--- config.mk ---
export PLATFORM = sky130hd
export DESIGN_NAME = swd_target
export DESIGN_NICKNAME = d
export VERILOG_FILES = /design/src/rtl/swd_pkg.sv /design/src/rtl/swd_line_reset.sv /design/src/rtl/swd_link.sv /design/src/rtl/swd_regs.sv /design/src/rtl/swd_target.sv
export SDC_FILE = /design/constraint.sdc
export NUM_CORES = 1
export LEC_CHECK = 0
export BUFFER_PORTS_ARGS = -buffer_cell sky130_fd_sc_hd__buf_4
export CORE_ASPECT_RATIO = 0.9
export CORE_UTILIZATION = 45
export DETAILED_ROUTE_END_ITERATION = 8
export HOLD_SLACK_MARGIN = 0.12
export SLEW_MARGIN = 20
export SYNTH_ARGS = -nofsm -noshare
export SYNTH_HDL_FRONTEND = slang
export SYNTH_HIERARCHICAL = 1
export SYNTH_SLANG_ARGS = --single-unit
--- constraint.sdc ---
create_clock -name clk_i -period 8.19 [get_ports clk_i]
set_clock_uncertainty 0.1 [all_clocks]
set_input_delay 1.2285 -clock clk_i [delete_from_list [all_inputs] [get_ports clk_i]]
set_output_delay 1.2285 -clock clk_i [all_outputs]
set_load 0.02 [all_outputs]
--- src/rtl/swd_pkg.sv ---
package swd_pkg;
  typedef enum logic [2:0] {
    ST_RST, ST_IDLE, ST_REQ, ST_TRN1, ST_ACK, ST_RDATA, ST_TRN2, ST_WDATA
  } swd_state_e;

  localparam logic [2:0] ACK_OK    = 3'b001;
  localparam logic [2:0] ACK_WAIT  = 3'b010;
  localparam logic [2:0] ACK_FAULT = 3'b100;
endpackage

--- src/rtl/swd_line_reset.sv ---
module swd_line_reset #(
  parameter int LR_HIGH = 50,
  parameter int LR_LOW  = 2
) (
  input  logic clk_i,
  input  logic rst_ni,
  input  logic line_i,
  output logic armed_o,
  output logic done_o
);
  localparam int HW = $clog2(LR_HIGH + 1);
  localparam int LW = $clog2(LR_LOW + 1);

  logic [HW-1:0] hi_q;
  logic [LW-1:0] lo_q;

  assign armed_o = (hi_q == HW'(LR_HIGH));
  assign done_o  = armed_o && !line_i && (lo_q == LW'(LR_LOW - 1));

  always_ff @(posedge clk_i or negedge rst_ni) begin
    if (!rst_ni) begin
      hi_q <= '0;
      lo_q <= '0;
    end else if (line_i) begin
      lo_q <= '0;
      if (!armed_o) hi_q <= hi_q + 1'b1;
    end else if (done_o) begin
      hi_q <= '0;
      lo_q <= '0;
    end else if (armed_o) begin
      lo_q <= lo_q + 1'b1;
    end else begin
      hi_q <= '0;
    end
  end
endmodule

--- src/rtl/swd_link.sv ---
module swd_link
  import swd_pkg::*;
#(
  parameter int LR_HIGH = 50,
  parameter int LR_LOW  = 2,
  parameter int DW      = 32
) (
  input  logic          clk_i,
  input  logic          rst_ni,
  input  logic          swdio_i,
  output logic          swdio_o,
  output logic          swdio_oe_o,
  input  logic          fault_i,
  input  logic [DW-1:0] rdata_i,
  output logic          acc_stb_o,
  output logic          acc_ap_o,
  output logic          acc_wr_o,
  output logic [1:0]    acc_a_o,
  output logic [DW-1:0] wdata_o,
  output logic          wderr_o
);
  localparam int CW = $clog2(DW + 1);

  swd_state_e    state_q;
  logic [CW-1:0] cnt_q;
  logic [6:0]    req_q;
  logic [DW-1:0] sh_q;
  logic          par_q, dout_q, oe_q, id_ok_q, seen_q;
  logic [2:0]    ack_q;
  logic          lr_armed, lr_done;

  swd_line_reset #(.LR_HIGH(LR_HIGH), .LR_LOW(LR_LOW)) u_lr (
    .clk_i(clk_i), .rst_ni(rst_ni), .line_i(swdio_i),
    .armed_o(lr_armed), .done_o(lr_done)
  );

  // request bits, LSB = first after start
  logic [6:0] req_full;
  logic       frame_ok, is_idr, allow, faulty, rd_stb, wr_stb, wd_bad;
  assign req_full = {swdio_i, req_q[6:1]};
  assign frame_ok = !req_full[5] && req_full[6] && (req_full[4] == ^req_full[3:0]);
  assign is_idr   = !req_full[0] && req_full[1] && (req_full[3:2] == 2'd0);
  assign allow    = frame_ok && (id_ok_q || is_idr);
  assign faulty   = fault_i && (req_full[0] || (req_full[1] && req_full[3:2] == 2'd3));

  assign rd_stb = (state_q == ST_ACK) && (cnt_q == CW'(2)) && (ack_q == ACK_OK) && req_q[1];
  assign wd_bad = (^sh_q) != swdio_i;
  assign wr_stb = (state_q == ST_WDATA) && (cnt_q == CW'(DW)) && !wd_bad;

  assign acc_stb_o  = rd_stb || wr_stb;
  assign acc_wr_o   = wr_stb;
  assign acc_ap_o   = req_q[0];
  assign acc_a_o    = req_q[3:2];
  assign wdata_o    = sh_q;
  assign wderr_o    = (state_q == ST_WDATA) && (cnt_q == CW'(DW)) && wd_bad;
  assign swdio_o    = dout_q;
  assign swdio_oe_o = oe_q;

  always_ff @(posedge clk_i or negedge rst_ni) begin
    if (!rst_ni) begin
      state_q <= ST_RST;
      cnt_q   <= '0;
      req_q   <= '0;
      sh_q    <= '0;
      par_q   <= 1'b0;
      dout_q  <= 1'b0;
      oe_q    <= 1'b0;
      ack_q   <= ACK_OK;
      id_ok_q <= 1'b0;
      seen_q  <= 1'b0;
    end else if (lr_done) begin
      state_q <= ST_IDLE;
      oe_q    <= 1'b0;
      seen_q  <= 1'b1;
      id_ok_q <= 1'b0;
    end else if (lr_armed && state_q != ST_RST) begin
      state_q <= ST_RST;
      oe_q    <= 1'b0;
    end else begin
      case (state_q)
        ST_IDLE: if (swdio_i) begin
          state_q <= ST_REQ;
          cnt_q   <= '0;
        end
        ST_REQ: begin
          req_q <= req_full;
          cnt_q <= cnt_q + 1'b1;
          if (cnt_q == CW'(6)) begin
            state_q <= allow ? ST_TRN1 : ST_IDLE;
            ack_q   <= faulty ? ACK_FAULT : ACK_OK;
          end
        end
        ST_TRN1: begin
          dout_q  <= ack_q[0];
          oe_q    <= 1'b1;
          cnt_q   <= '0;
          state_q <= ST_ACK;
        end
        ST_ACK: begin
          cnt_q <= cnt_q + 1'b1;
          if (cnt_q == CW'(0)) dout_q <= ack_q[1];
          else if (cnt_q == CW'(1)) dout_q <= ack_q[2];
          else begin
            cnt_q <= '0;
            if (ack_q != ACK_OK) begin
              oe_q    <= 1'b0;
              state_q <= ST_IDLE;
            end else if (req_q[1]) begin
              sh_q    <= rdata_i;
              dout_q  <= rdata_i[0];
              par_q   <= ^rdata_i;
              state_q <= ST_RDATA;
              if (!req_q[0] && req_q[3:2] == 2'd0) id_ok_q <= 1'b1;
            end else begin
              oe_q    <= 1'b0;
              state_q <= ST_TRN2;
            end
          end
        end
        ST_RDATA: begin
          cnt_q <= cnt_q + 1'b1;
          if (cnt_q < CW'(DW - 1)) begin
            dout_q <= sh_q[1];
            sh_q   <= sh_q >> 1;
          end else if (cnt_q == CW'(DW - 1)) begin
            dout_q <= par_q;
          end else begin
            oe_q    <= 1'b0;
            state_q <= ST_IDLE;
          end
        end
        ST_TRN2: begin
          cnt_q   <= '0;
          state_q <= ST_WDATA;
        end
        ST_WDATA: begin
          if (cnt_q < CW'(DW)) begin
            sh_q  <= {swdio_i, sh_q[DW-1:1]};
            cnt_q <= cnt_q + 1'b1;
          end else begin
            state_q <= ST_IDLE;
          end
        end
        default: ;
      endcase
    end
  end

  assert_undriven_before_reset_R1: assert property (@(posedge clk_i) disable iff (!rst_ni)
    !seen_q |-> !swdio_oe_o);
  assert_lockout_R2: assert property (@(posedge clk_i) disable iff (!rst_ni)
    (state_q == ST_TRN1) |-> (id_ok_q || (!req_q[0] && req_q[1] && req_q[3:2] == 2'd0)));
  assert_bad_frame_no_ack_R3: assert property (@(posedge clk_i) disable iff (!rst_ni)
    (state_q == ST_REQ && cnt_q == CW'(6) && !frame_ok && !lr_armed && !lr_done)
      |=> (state_q == ST_IDLE && !swdio_oe_o));
  assert_oe_window_R4: assert property (@(posedge clk_i) disable iff (!rst_ni)
    swdio_oe_o |-> (state_q == ST_ACK || state_q == ST_RDATA));
endmodule

--- src/rtl/swd_regs.sv ---
module swd_regs #(
  parameter logic [31:0] DP_ID = 32'h0BB1_1477,
  parameter logic [31:0] AP_ID = 32'h0477_0021,
  parameter int          DW    = 32
) (
  input  logic          clk_i,
  input  logic          rst_ni,
  input  logic          acc_stb_i,
  input  logic          acc_ap_i,
  input  logic          acc_wr_i,
  input  logic [1:0]    acc_a_i,
  input  logic [DW-1:0] wdata_i,
  input  logic          wderr_i,
  output logic [DW-1:0] rdata_o,
  output logic          fault_o,
  output logic          sys_req_o,
  output logic          dbg_req_o,
  output logic          ap_req_o,
  output logic          ap_wr_o,
  output logic [7:0]    ap_sel_o,
  output logic [7:0]    ap_addr_o,
  output logic [DW-1:0] ap_wdata_o,
  input  logic [DW-1:0] ap_rdata_i
);
  logic          sys_req_q, dbg_req_q, sys_ack_q, dbg_ack_q, werr_q;
  logic [7:0]    apsel_q;
  logic [3:0]    bank_q;
  logic [DW-1:0] rdbuf_q, scratch_q, ap_val, ctrl;
  logic [7:0]    addr;
  logic          int_ap;

  assign addr   = {bank_q, acc_a_i, 2'b00};
  assign int_ap = (apsel_q == 8'd0);
  assign ctrl   = {sys_ack_q, sys_req_q, dbg_ack_q, dbg_req_q, 20'd0, werr_q, 7'd0};

  always_comb begin
    if (!int_ap)               ap_val = ap_rdata_i;
    else if (addr == 8'hFC)    ap_val = AP_ID;
    else if (addr == 8'h00)    ap_val = scratch_q;
    else                       ap_val = '0;
  end

  always_comb begin
    if (acc_ap_i) rdata_o = rdbuf_q;  // posted: old result goes out
    else begin
      case (acc_a_i)
        2'd0:    rdata_o = DP_ID;
        2'd1:    rdata_o = ctrl;
        2'd2:    rdata_o = {apsel_q, 16'd0, bank_q, 4'd0};
        default: rdata_o = rdbuf_q;
      endcase
    end
  end

  assign fault_o    = werr_q;
  assign sys_req_o  = sys_req_q;
  assign dbg_req_o  = dbg_req_q;
  assign ap_req_o   = acc_stb_i && acc_ap_i && !int_ap;
  assign ap_wr_o    = acc_wr_i;
  assign ap_sel_o   = apsel_q;
  assign ap_addr_o  = addr;
  assign ap_wdata_o = wdata_i;

  always_ff @(posedge clk_i or negedge rst_ni) begin
    if (!rst_ni) begin
      sys_req_q <= 1'b0;
      dbg_req_q <= 1'b0;
      sys_ack_q <= 1'b0;
      dbg_ack_q <= 1'b0;
      werr_q    <= 1'b0;
      apsel_q   <= '0;
      bank_q    <= '0;
      rdbuf_q   <= '0;
      scratch_q <= '0;
    end else begin
      sys_ack_q <= sys_req_q;
      dbg_ack_q <= dbg_req_q;
      if (wderr_i) werr_q <= 1'b1;
      if (acc_stb_i) begin
        if (acc_ap_i) begin
          if (!acc_wr_i) rdbuf_q <= ap_val;
          else if (int_ap && addr == 8'h00) scratch_q <= wdata_i;
        end else if (acc_wr_i) begin
          case (acc_a_i)
            2'd0: if (wdata_i[3]) werr_q <= 1'b0;
            2'd1: begin
              sys_req_q <= wdata_i[30];
              dbg_req_q <= wdata_i[28];
            end
            2'd2: begin
              apsel_q <= wdata_i[31:24];
              bank_q  <= wdata_i[7:4];
            end
            default: ;
          endcase
        end
      end
    end
  end

  assert_ack_follows_req_R6: assert property (@(posedge clk_i) disable iff (!rst_ni)
    $rose(sys_ack_q) |-> $past(sys_req_q));
  assert_bad_wdata_no_update_R11: assert property (@(posedge clk_i) disable iff (!rst_ni)
    wderr_i |=> (werr_q && apsel_q == $past(apsel_q) && bank_q == $past(bank_q)));
  assert_fault_blocks_ap_R12: assert property (@(posedge clk_i) disable iff (!rst_ni)
    (fault_o && acc_stb_i) |-> !acc_ap_i);
endmodule

--- src/rtl/swd_target.sv ---
module swd_target #(
  parameter logic [31:0] DP_IDCODE = 32'h0BB1_1477,
  parameter logic [31:0] AP0_IDR   = 32'h0477_0021,
  parameter int          LR_HIGH   = 50,
  parameter int          LR_LOW    = 2
) (
  input  logic        clk_i,
  input  logic        rst_ni,
  input  logic        swdio_i,
  output logic        swdio_o,
  output logic        swdio_oe_o,
  output logic        sys_pwrup_req_o,
  output logic        dbg_pwrup_req_o,
  output logic        ap_req_o,
  output logic        ap_wr_o,
  output logic [7:0]  ap_sel_o,
  output logic [7:0]  ap_addr_o,
  output logic [31:0] ap_wdata_o,
  input  logic [31:0] ap_rdata_i
);
  localparam int DW = 32;

  logic          acc_stb, acc_ap, acc_wr, wderr, fault;
  logic [1:0]    acc_a;
  logic [DW-1:0] wdata, rdata;

  swd_link #(.LR_HIGH(LR_HIGH), .LR_LOW(LR_LOW), .DW(DW)) u_link (
    .clk_i(clk_i), .rst_ni(rst_ni), .swdio_i(swdio_i),
    .swdio_o(swdio_o), .swdio_oe_o(swdio_oe_o),
    .fault_i(fault), .rdata_i(rdata),
    .acc_stb_o(acc_stb), .acc_ap_o(acc_ap), .acc_wr_o(acc_wr),
    .acc_a_o(acc_a), .wdata_o(wdata), .wderr_o(wderr)
  );

  swd_regs #(.DP_ID(DP_IDCODE), .AP_ID(AP0_IDR), .DW(DW)) u_regs (
    .clk_i(clk_i), .rst_ni(rst_ni),
    .acc_stb_i(acc_stb), .acc_ap_i(acc_ap), .acc_wr_i(acc_wr),
    .acc_a_i(acc_a), .wdata_i(wdata), .wderr_i(wderr),
    .rdata_o(rdata), .fault_o(fault),
    .sys_req_o(sys_pwrup_req_o), .dbg_req_o(dbg_pwrup_req_o),
    .ap_req_o(ap_req_o), .ap_wr_o(ap_wr_o), .ap_sel_o(ap_sel_o),
    .ap_addr_o(ap_addr_o), .ap_wdata_o(ap_wdata_o), .ap_rdata_i(ap_rdata_i)
  );
endmodule

==> metrics.yaml, run 1 <==
synth.avg_cell_area_um2: 10.60
cap_violations: 0
yosys_warnings: 6
synth_cells: 760
r2r_cells: 11
drive_gt1_share_pct: 22.72
ys_top_cells_by_area: "dfrtp_1 (44%), xnor2_1 (6.1%), mux2_1 (4.5%), mux2i_1 (4.1%), a22o_1 (3.8%)"
synth_top_flop_cell: "dfrtp_1"
p_int_mw: 2.222
gp_congestion: 0.8349
critPathLaunch: "swdio_i"
synth_edf_count: 0
initial_core_util_pct: 45.87
clk_path_buf_depth: 2
yosys.area.top_type: "dfrtp_1"
io_pins: 89
hold_viol_final: 0
path_max_fanout: 13
clock_latency_ns: 0.42
drt_pass1_iterations: 5
cts-htree-levels: 4
crit_end: "ap_req_o"
cts_made_buffers: 17
r2r-start: "u_link/wdata_o[31]"
drt_iter0_markers: 519
instances_no_fill: 1050
grt_max_degree: 78
cts_tree: "yes"
ys_seq_area_share_pct: 44.45
maxSlewHeadroom_pct: 24.33
root_buffer: "clkbuf_16"
ys_ff_latch: 143
synth_top_area_share_pct: 44.13
status: "finished clean"
p_leak_nw: 4.554
cts.sinks: 143
cts_resized: 0
portBuffers: 86
fin_hold_ws_ns: 0.3237
dieWidth_um: 143.0
num_rows: 46
switching_share_pct: 39.87
maxSlewViolCount: 0
die-area_um2: 18430
setup_viol: 0
hold_class: "flop to flop"
ant_nets: 0
regToRegSetupSlack_ns: 3.95
timing.final.ws_setup_ns: 3.527
clk_pin_slew_ns: 0.06
rsz0062_at_grt: "no"
dp_cells: 1017
crit_type: "primary input to output pin"
vdd_drop_max_uv: 232.7
cp.required_ns: 6.86
drc: 0
dp_hpwl_mm: 14.15
worst_pin_slew_ns: 1.135
post-route-period-util_pct: 56.94
worstSetupStartpointType: "primary input"
antenna_found_initial: 0
tns_ns: 0
postCtsHoldBufs: 0
placed_area_um2: 8528
grt_pass1_vias: 5795
layout-area-overhead-vs-synth_pct: 14.53
vias: 5879
post_drt_wl_per_cell_um: 19.79
switching_power_mw: 1.473
end_kind: "output pin"
final_nets: 841
gr-total-overflow: 0
stdcell_area_um2: 9223
finalWorstPathRequiredPeriod_ns: 4.663
fp.dieH_um: 128.9
power.share.sequential_pct: 28.6
netlist_area_um2: 8053
p_per_area_nw_per_um2: 400.7
min_from: "u_regs/sys_req_o"
post-place-ws_ns: 3.223
max_freq_mhz: 214.5
fill_cells: 1578
grt_usage_pct: 23.85
r2r_end: "u_regs/rdbuf_q[7]"
grt_first_pass_wirelength_mm: 32.82
p_comb_share_pct: 47.7
core_um2: 17550
routed_via_density: 5.599
p_clk_share_pct: 23.6
postRouteWirelength_mm: 20.78
num_antenna_cells: 0
postCtsSetupRepairBufs: 0
synth_cell_type_count: 74
synth-async-reset-ratio_pct: 100.0
arrival_ns: 3.33
-- per-stage QoR --
stage / utilization [%] / power, mW
after detailed placement: 48.58 / 2.827
after CTS: 52.41 / 3.720
after global routing: 52.54 / 3.929
after global placement: 48.58 / 2.806
final: 52.54 / 3.695
after floorplan: - / 2.493
-- state kept, by name, summed over array words and instances (netlist names) --
register	count
u_link/u_lr/hi_q	6
u_regs/sys_ack_q	1
u_regs/bank_q	4
u_link/swdio_o	1
u_link/u_lr/lo_q	2
u_link/ack_q	2
u_regs/dbg_req_o	1
u_link/swdio_oe_o	1
u_regs/dbg_ack_q	1
u_link/state_q	3
u_regs/ap_sel_o	8
u_regs/sys_req_o	1
u_regs/fault_o	1
u_link/wdata_o	32
u_link/cnt_q	6
u_link/par_q	1
u_regs/rdbuf_q	32
u_link/id_ok_q	1
u_link/req_q	7
u_regs/scratch_q	32
-- how the worst min path moves through the flow --
stage	endpoint	slack (ns)	cells past startpoint
finish	u_regs/sys_ack_q	0.32	0
detailed placement	u_regs/sys_ack_q	0.31	0
global placement	u_regs/sys_ack_q	0.31	0
floorplan	u_regs/rdbuf_q[17]	0.34	2
CTS	u_regs/sys_ack_q	0.32	0
global route	u_regs/sys_ack_q	0.33	0
-- metal layers --
metal | track usage, % | part of all wire (%) | up-vias
met3 | 4.764 | 4.9 | 11
li1 | - | - | 2731
met5 | 0 | 0 | -
met1 | 34.16 | 48 | 2983
met4 | 7.337 | 1.1 | 0
met2 | 36.30 | 46 | 154
-- cells in the mapped netlist (3+ instances only) --
cell      number
nor2b_1        3
mux2_2        18
clkbuf_1      20
a21oi_1       51
xnor2_1       56
ha_1           9
dfrtp_1      142
mux2_1        32
nand3b_1       5
nor3_1         5
nand2b_1      15
a22o_1        35
nor2_1        54
o21ai_0       30
inv_1         13
mux2i_1       33
nor3b_1        3
xor2_1        13
nand3_1       11
nand2_1       29
and2_1        13
a222oi_1       4
buf_4         40
a31oi_1        3
clkbuf_8       3
buf_2          5
nor2_2         3
a21oi_2        6
buf_6         12
a21o_1        33
nand4_1        6
-- cell usage in the layout (no fill, tap or decap), drive strengths merged, types with 3 or more instances in the layout --
master  instances
dfrtp         142
buf            98
nor2           57
a21oi          57
xnor2          56
mux2           50
a22o           35
a21o           34
mux2i          33
o21ai          31
nand2          30
clkbuf         20
inv            16
nand2b         15
and2           15
xor2           13
nand3          11
ha              9
nor3            7
nand4           6
bufinv          5
nand3b          5
a222oi          4
a31oi           4
nor3b           4
nor4            4
and3            4
nor2b           3
clkinv          3
or4             3
-- cell type report --
class	count	area (µm²)	share of cell area, %
timing repair buffer	98	747.0	8.099
inverter	14	52.55	0.5698
tap	240	300.3	3.256
sequential	143	3580	38.81
clock buffer	20	466.7	5.060
multi-input combinational	523	3871	41.98
clock inverter	12	205.2	2.225
-- power groups by stage --
stage / registers (mW) / clock network [mW] / logic [mW]
final: 1.06 / 0.874 / 1.76
after global placement: 1.07 / 0 / 1.74
after detailed placement: 1.07 / 0 / 1.76
after global routing: 1.08 / 0.918 / 1.93
after CTS: 1.06 / 0.889 / 1.77
after floorplan: 0.959 / 0 / 1.53
-- critical path, cell delays in order --
cell and delay (ns):
buf_4 0.17, xnor2_1 0.23, xnor2_1 0.16, xnor2_1 0.17, xnor3_1 0.35, xnor2_1 0.15
o21ai_0 0.36, nand2_1 0.13, nor2_1 0.21, buf_4 0.18
-- logic make-up (layout without fill, tap and decap cells) --
family	Yosys count	after routing	share of synthesized area [%]
buf+inv	95	144	7.862
simple gates	173	173	11.50
other cells	1	2	0.04657
compound gates	186	186	15.86
flops	143	143	44.45
mux	83	83	11.09
fa+ha+maj	9	9	1.398
xor+xnor	70	70	7.784
(Power assumes the default switching activity.)
==> run 2, diff against run 1 <==
ABC_AREA = 1   (was unset)
clock period = 4.5 ns   (was 8.19 ns; I/O delays follow)
==> run 2 against run 1 <==
Global-route usage shrank 0.57 points. Non-clock buffer count shrank 4. Flip-flop and latch count is the same. Final area grew 12%. Via count grew 33%. Critical path type is now flop to output pin. Highest routed layer unchanged.
==> metrics.yaml, run 2 <==
postCtsSetupRepairBufs: 0  # unchanged
synth-compound-area-share_pct: 13.35  # was 15.86%
grt_max_degree: 79  # was 78
placed_area_um2: 9717  # was 8528 µm²
synth-async-reset-ratio_pct: 100.0  # unchanged
final_nets: 1361  # was 841
portBuffers: 86  # unchanged
gr-total-overflow: 0  # unchanged
hold_viol_final: 0  # unchanged
ant_nets: 0  # unchanged
clock_latency_ns: 0.42  # about the same
p_leak_nw: 5.039  # was 4.554 nW
dieWidth_um: 153.0  # was 143.0 µm
synth_top_family_by_area: "simple AND/OR/NAND/NOR gates"  # was compound AO/OA/AOI/OAI gates
finalWorstPathRequiredPeriod_ns: 3.428
grt_usage_pct: 23.28  # was 23.85%
synth_top_flop_cell: "dfrtp_1"  # unchanged
cts_resized: 0  # unchanged
layout-area-overhead-vs-synth_pct: 11.69  # was 14.53%
vdd_drop_max_uv: 429.2  # was 232.7 µV
dp_cells: 1553  # was 1017
core_um2: 20050  # was 17550 µm²
status: "finished clean"  # unchanged
drc: 0  # unchanged
gp_congestion: 0.8692  # was 0.8349
worstSetupStartpointType: "flop"  # was primary input
routed_via_density: 4.922  # was 5.599
yosys.area.top_type: "dfrtp_1"  # unchanged
p_per_area_nw_per_um2: 634.6  # was 400.7 nW/µm²
grt_first_pass_wirelength_mm: 38.10  # was 32.82 mm
fill_cells: 2014  # was 1578
ys_seq_area_share_pct: 38.77  # was 44.45%
cts.sinks: 143  # unchanged
cts_tree: "yes"  # unchanged
stdcell_area_um2: 10310  # was 9223 µm²
synth_edf_count: 0  # unchanged
root_buffer: "clkbuf_16"  # unchanged
postCtsHoldBufs: 0  # unchanged
arrival_ns: 2.65  # was 3.33 ns
cts-htree-levels: 4  # unchanged
maxSlewViolCount: 0  # unchanged
rsz0062_at_grt: "no"  # unchanged
max_freq_mhz: 291.7
path_max_fanout: 8  # was 13
synth_cell_type_count: 51  # was 74
vias: 7801  # was 5879
synth_adder_area_share_pct: 1.220  # was 1.398%
postRouteWirelength_mm: 23.17  # was 20.78 mm
setup_viol: 0  # unchanged
end_kind: "output pin"  # unchanged
cts_made_buffers: 17  # unchanged
yosys_warnings: 6  # unchanged
final_common_cell: "nand2_1"  # was dfrtp_1
cp.required_ns: 3.72  # was 6.86 ns
synth.avg_cell_area_um2: 7.191  # was 10.60 µm²
fp.dieH_um: 137.9  # was 128.9 µm
hold_class: "primary input to async pin"  # was flop to flop
clk_path_buf_depth: 2  # unchanged
synthMuxAreaShare_pct: 0  # was 11.09%
netlist_top_cells_count: "nand2_1 (439), inv_1 (159), dfrtp_1 (142), nor2_1 (110), o21ai_0 (87)"  # was dfrtp_1 (142), xnor2_1 (56), nor2_1 (54), a21oi_1 (51), buf_4 (40)
io_pins: 89  # unchanged
netlist_area_um2: 9234  # was 8053 µm²
grt_pass1_vias: 7466  # was 5795
synth_cells: 1284  # was 760
yosys.area_share.simple_pct: 28.39  # was 11.50%
ys_top_cells_by_area: "dfrtp_1 (38%), nand2_1 (18%), inv_1 (6.5%), o21ai_2 (5.9%), o21ai_0 (4.7%)"  # was dfrtp_1 (44%), xnor2_1 (6.1%), mux2_1 (4.5%), mux2i_1 (4.1%), a22o_1 (3.8%)
worst_pin_slew_ns: 0.9329  # was 1.135 ns
drt_pass1_iterations: 6  # was 5
num_antenna_cells: 0  # unchanged
clk_pin_slew_ns: 0.06  # about the same
synth_xor_xnor_area_share_pct: 5.407  # was 7.784%
maxSlewHeadroom_pct: 37.81  # was 24.33%
num_rows: 49  # was 46
cap_violations: 0  # unchanged
drive_gt1_share_pct: 16.77  # was 22.72%
post-route-period-util_pct: 76.17
post_drt_wl_per_cell_um: 14.62  # was 19.79 µm
antenna_found_initial: 0  # unchanged
dp_hpwl_mm: 16.30  # was 14.15 mm
ys_ff_latch: 143  # unchanged
initial_core_util_pct: 46.06  # was 45.87%
crit_type: "flop to output pin"  # was primary input to output pin
yosys.cell_count.top_type: "nand2_1"  # was dfrtp_1
drt_iter0_markers: 515  # was 519
layout_common_cells: "nand2_1 (438), inv_1 (159), dfrtp_1 (142), nor2_1 (110), buf_4 (93)"  # was dfrtp_1 (142), buf_4 (96), xnor2_1 (56), nor2_1 (53), a21oi_1 (50)
tns_ns: 0  # unchanged
instances_no_fill: 1585  # was 1050
synth_top_area_share_pct: 38.48  # was 44.13%
die-area_um2: 21100  # was 18430 µm²
[run 2: changes by cell type in the layout (fill, tap and decap cells not counted), moves of 29 or more]
cell,previous run,this run
a21o_1,33,0
a21oi_1,50,21
inv_1,13,159
nand2_1,28,438
mux2i_1,33,0
nand3_1,11,42
o21ai_2,0,62
mux2_1,32,0
nor2_1,53,110
a22o_1,35,3
o21ai_0,30,87
[run 2: cell families (layout without fill, tap and decap cells)]
family,Yosys count,in the layout
AND/OR/NAND/NOR,636,636
buffers and inverters,248,293
AO/OA/AOI/OAI,190,190
flip-flops,143,143
XOR/XNOR,57,57
adder cells (fa/ha/maj),9,9
other,1,2
[run 2: power breakdown]
| part | switching, mW | total, mW | internal [mW] | leakage (nW) |
|---|---|---|---|---|
| logic | 2.15 | 3.35 | 1.21 | 2.88 |
| clock network | 0.565 | 1.44 | 0.876 | 0.277 |
| registers | 0.283 | 1.75 | 1.47 | 1.88 |
[run 2: worst max-delay path, cell delays in order, from the launching register on]
cell and delay (ns):
dfrtp_1 0.48, nor2_1 0.18, inv_1 0.06, nand2_1 0.05
nand2_1 0.05, nand2_1 0.07, nand2_1 0.05, nand2_1 0.16
inv_1 0.08, nand2_1 0.06, nand3_1 0.08, nand2_1 0.08
nand2_1 0.05, nand2_1 0.11, nand2_1 0.08, nand2_1 0.09
nand2_1 0.16, nor2_1 0.19, buf_4 0.17
[run 2: routing by layer]
| layer | global-route usage, % | vias to the layer above | share of wire [%] |
|---|---|---|---|
| met5 | 0 | - | 0 |
| li1 | - | 4004 | - |
| met4 | 5.836 | 0 | 0.84 |
| met3 | 4.219 | 15 | 4.1 |
| met2 | 38.71 | 142 | 46 |
| met1 | 31.52 | 3640 | 49 |
[run 2: final cells by class]
cell class / instances / area, µm² / area share, %
multi-input cells: 894 / 4481 / 43.44
flip-flops and latches: 143 / 3580 / 34.71
repair buffers: 94 / 709.4 / 6.879
inverters: 167 / 628.1 / 6.090
clock buffers: 20 / 436.7 / 4.234
well taps: 255 / 319.1 / 3.094
clock inverters: 12 / 160.2 / 1.553
[run 2: metrics by stage]
stage	total power, mW	worst slack (ns)	hold WS, ns	utilization, %
2_1_floorplan	4.484	1.844	0.2794	-
3_3_place_gp	5.088	1.161	0.2978	48.44
3_5_place_dp	5.128	1.156	0.3019	48.47
4_1_cts	6.591	1.057	0.2186	51.44
5_1_grt	7.142	0.6861	0.2352	51.44
6_report	6.545	1.072	0.1804	51.44
[run 2: worst paths after layout]
kind | from | end | slack, ns | cells past startpoint
worst max-delay path | u_link/wdata_o[1] | ap_req_o | 1.07 | 18
worst min-delay path | rst_ni | u_regs/scratch_q[24] | 0.18 | 1
worst max register to register | u_link/wdata_o[1] | u_regs/rdbuf_q[21] | 1.25 | 22
worst min register to register | u_regs/sys_req_o | u_regs/sys_ack_q | 0.32 | 0
max in group asynchronous | rst_ni | u_regs/bank_q[2] | 3.14 | 2
min in group clk_i | u_regs/sys_req_o | u_regs/sys_ack_q | 0.32 | 0
==> run 3, diff against run 2 <==
PLACE_DENSITY = 0.66   (was unset)
clock period = 3 ns   (was 4.5 ns; I/O delays follow)
==> run 3 against run 2 <==
Global-route usage grew 0.47 points. Total power increased by 58%. Hold slack gained 0.056 ns. Clock power up 52%. Via count up 2.7%. Setup slack worse by 1.0 ns. Combinational power is 65% higher. Register-to-register slack got worse by 1.1 ns. Sequential share of layout area down 1.0 points.
==> metrics.yaml, run 3 (synthesis results as in run 2) <==
post-route-period-util_pct: 98.86
drt_pass1_iterations: 5  # was 6
num_rows: 49  # unchanged
dp_cells: 1563  # was 1553
fin_hold_ws_ns: 0.2365  # was 0.1804 ns
status: "finished clean"  # unchanged
cts.sinks: 143  # unchanged
finalWorstPathRequiredPeriod_ns: 2.966
arrival_ns: 2.42  # was 2.65 ns
rsz0062_at_grt: "yes"  # was no
r2r_cells: 20  # was 22
antenna_found_initial: 0  # unchanged
p_per_area_nw_per_um2: 966.3  # was 634.6 nW/µm²
p_leak_nw: 5.209  # was 5.039 nW
p_clk_share_pct: 21.2  # was 22.0%
fp.dieH_um: 137.9  # unchanged
r2r-start: "u_link/wdata_o[1]"  # unchanged
drc: 0  # unchanged
dieWidth_um: 153.0  # unchanged
switching_share_pct: 45.62  # was 45.76%
final_nets: 1390  # was 1361
end_kind: "output pin"  # unchanged
grt_first_pass_wirelength_mm: 38.88  # was 38.10 mm
fill_cells: 1956  # was 2014
vdd_drop_max_uv: 555.6  # was 429.2 µV
layout_common_cells: "nand2_1 (427), inv_1 (148), dfrtp_1 (128), buf_4 (117), nor2_1 (106)"  # was nand2_1 (438), inv_1 (159), dfrtp_1 (142), nor2_1 (110), buf_4 (93)
critPathLaunch: "u_link/wdata_o[1]"  # unchanged
post_drt_wl_per_cell_um: 14.58  # was 14.62 µm
worstSetupStartpointType: "flop"  # unchanged
drive_gt1_share_pct: 21.93  # was 16.77%
io_pins: 89  # unchanged
root_buffer: "clkbuf_16"  # unchanged
maxSlewViolCount: 0  # unchanged
vias: 8010  # was 7801
routed_via_density: 4.963  # was 4.922
crit_type: "flop to output pin"  # unchanged
initial_core_util_pct: 46.06  # unchanged
crit_end: "ap_req_o"  # unchanged
maxSlewHeadroom_pct: 51.75  # was 37.81%
postRouteWirelength_mm: 23.54  # was 23.17 mm
gr-total-overflow: 0  # unchanged
instances_no_fill: 1614  # was 1585
clock_latency_ns: 0.44  # was 0.42 ns
cap_violations: 0  # unchanged
clk_pin_slew_ns: 0.07  # was 0.06 ns
holdPathStages: 5
timing.final.ws_setup_ns: 0.03415  # was 1.072 ns
r2r_end: "u_regs/rdbuf_q[0]"  # was u_regs/rdbuf_q[21]
p_comb_share_pct: 53.6  # was 51.3%
p_total_mw: 10.32  # was 6.545 mW
switching_power_mw: 4.708  # was 2.995 mW
cts_tree: "yes"  # unchanged
core_um2: 20050  # unchanged
p_int_mw: 5.612  # was 3.550 mW
post-place-ws_ns: 0.07428  # was 1.156 ns
final_common_cell: "nand2_1"  # unchanged
gp_congestion: 0.8518  # was 0.8692
num_antenna_cells: 0  # unchanged
power.share.sequential_pct: 25.1  # was 26.7%
clk_path_buf_depth: 2  # unchanged
cts-htree-levels: 4  # unchanged
hold_viol_final: 0  # unchanged
hold_class: "primary input to flop"  # was primary input to async pin
grt_usage_pct: 23.74  # was 23.28%
grt_pass1_vias: 7577  # was 7466
layout-area-overhead-vs-synth_pct: 15.66  # was 11.69%
setup_viol: 0  # unchanged
die-area_um2: 21100  # unchanged
max_freq_mhz: 337.2
cp.required_ns: 2.45  # was 3.72 ns
grt_max_degree: 65  # was 79
path_max_fanout: 7  # was 8
worst_pin_slew_ns: 0.7227  # was 0.9329 ns
portBuffers: 86  # unchanged
cts_made_buffers: 17  # unchanged
dp_hpwl_mm: 16.61  # was 16.30 mm
drt_iter0_markers: 514  # was 515
ant_nets: 0  # unchanged
regToRegSetupSlack_ns: 0.20  # was 1.25 ns
==> run 3: cell type report <==
cell class	count	area, µm²	share of cell area (%)
Inverter	167	628.1	5.881
Clock buffer	19	442.9	4.147
Clock inverter	13	162.7	1.523
Timing Repair Buffer	123	962.2	9.009
Tap cell	255	319.1	2.987
Sequential cell	143	3597	33.68
Multi-Input combinational cell	894	4568	42.77
==> run 3: metrics by stage <==
step           setup TNS (ns)  util, %  area (µm²)
2_1_floorplan               0        -        9238
3_3_place_gp                0    48.94        9812
3_5_place_dp                0    48.94        9812
4_1_cts                     0    52.81       10590
5_1_grt               -0.1872    53.27       10680
6_report                    0    53.27       10680
==> run 3: power by group through the flow <==
stage	Clock (mW)	Combinational [mW]	Sequential (mW)
after global placement	0	5.07	2.61
after global routing	2.32	6.25	2.64
after CTS	2.23	5.38	2.57
after floorplan	0	4.22	2.50
final	2.19	5.54	2.59
after detailed placement	0	5.15	2.62
==> run 3: timing repair <==
action                     4_1_cts  5_1_grt
hold endpoints to repair        46        0
pin swaps                        1       11
buffers inserted                15        3
hold buffers                     1        0
setup endpoints to repair        1       41
cloned                           0        0
resized for setup               24       27
==> run 3: worst min path at each step <==
stage                startpoint            endpoint
4_1_cts          ap_rdata_i[25]  u_regs/rdbuf_q[25]
6_report         ap_rdata_i[25]  u_regs/rdbuf_q[25]
3_5_place_dp   u_regs/sys_req_o    u_regs/sys_ack_q
2_1_floorplan            rst_ni     u_link/ack_q[2]
5_1_grt          ap_rdata_i[25]  u_regs/rdbuf_q[25]
3_3_place_gp   u_regs/sys_req_o    u_regs/sys_ack_q
==> run 3: layer usage <==
metal | up-vias | track usage (%) | wire length (µm)
met5 | - | 0 | 0
met4 | 0 | 6.734 | 380
met3 | 25 | 5.500 | 1333
met2 | 184 | 38.46 | 10860
met1 | 3737 | 31.94 | 10970
li1 | 4064 | - | -
==> run 3: worst max-delay path, cell delays in order, from the launching register on <==
cell and delay (ns):
dfrtp_2 0.47, nand2_2 0.10, buf_6 0.12, nand2_2 0.04, nand2_1 0.05, nand2_1 0.07, nand2_1 0.05, nand2_2 0.12
inv_2 0.06, nand2_2 0.06, nand3_2 0.07, nand2_1 0.06, nand2_1 0.06, nand2_2 0.10, nand2_2 0.07, nand2_2 0.11
nand2_4 0.08, nor2_4 0.15, buf_6 0.13
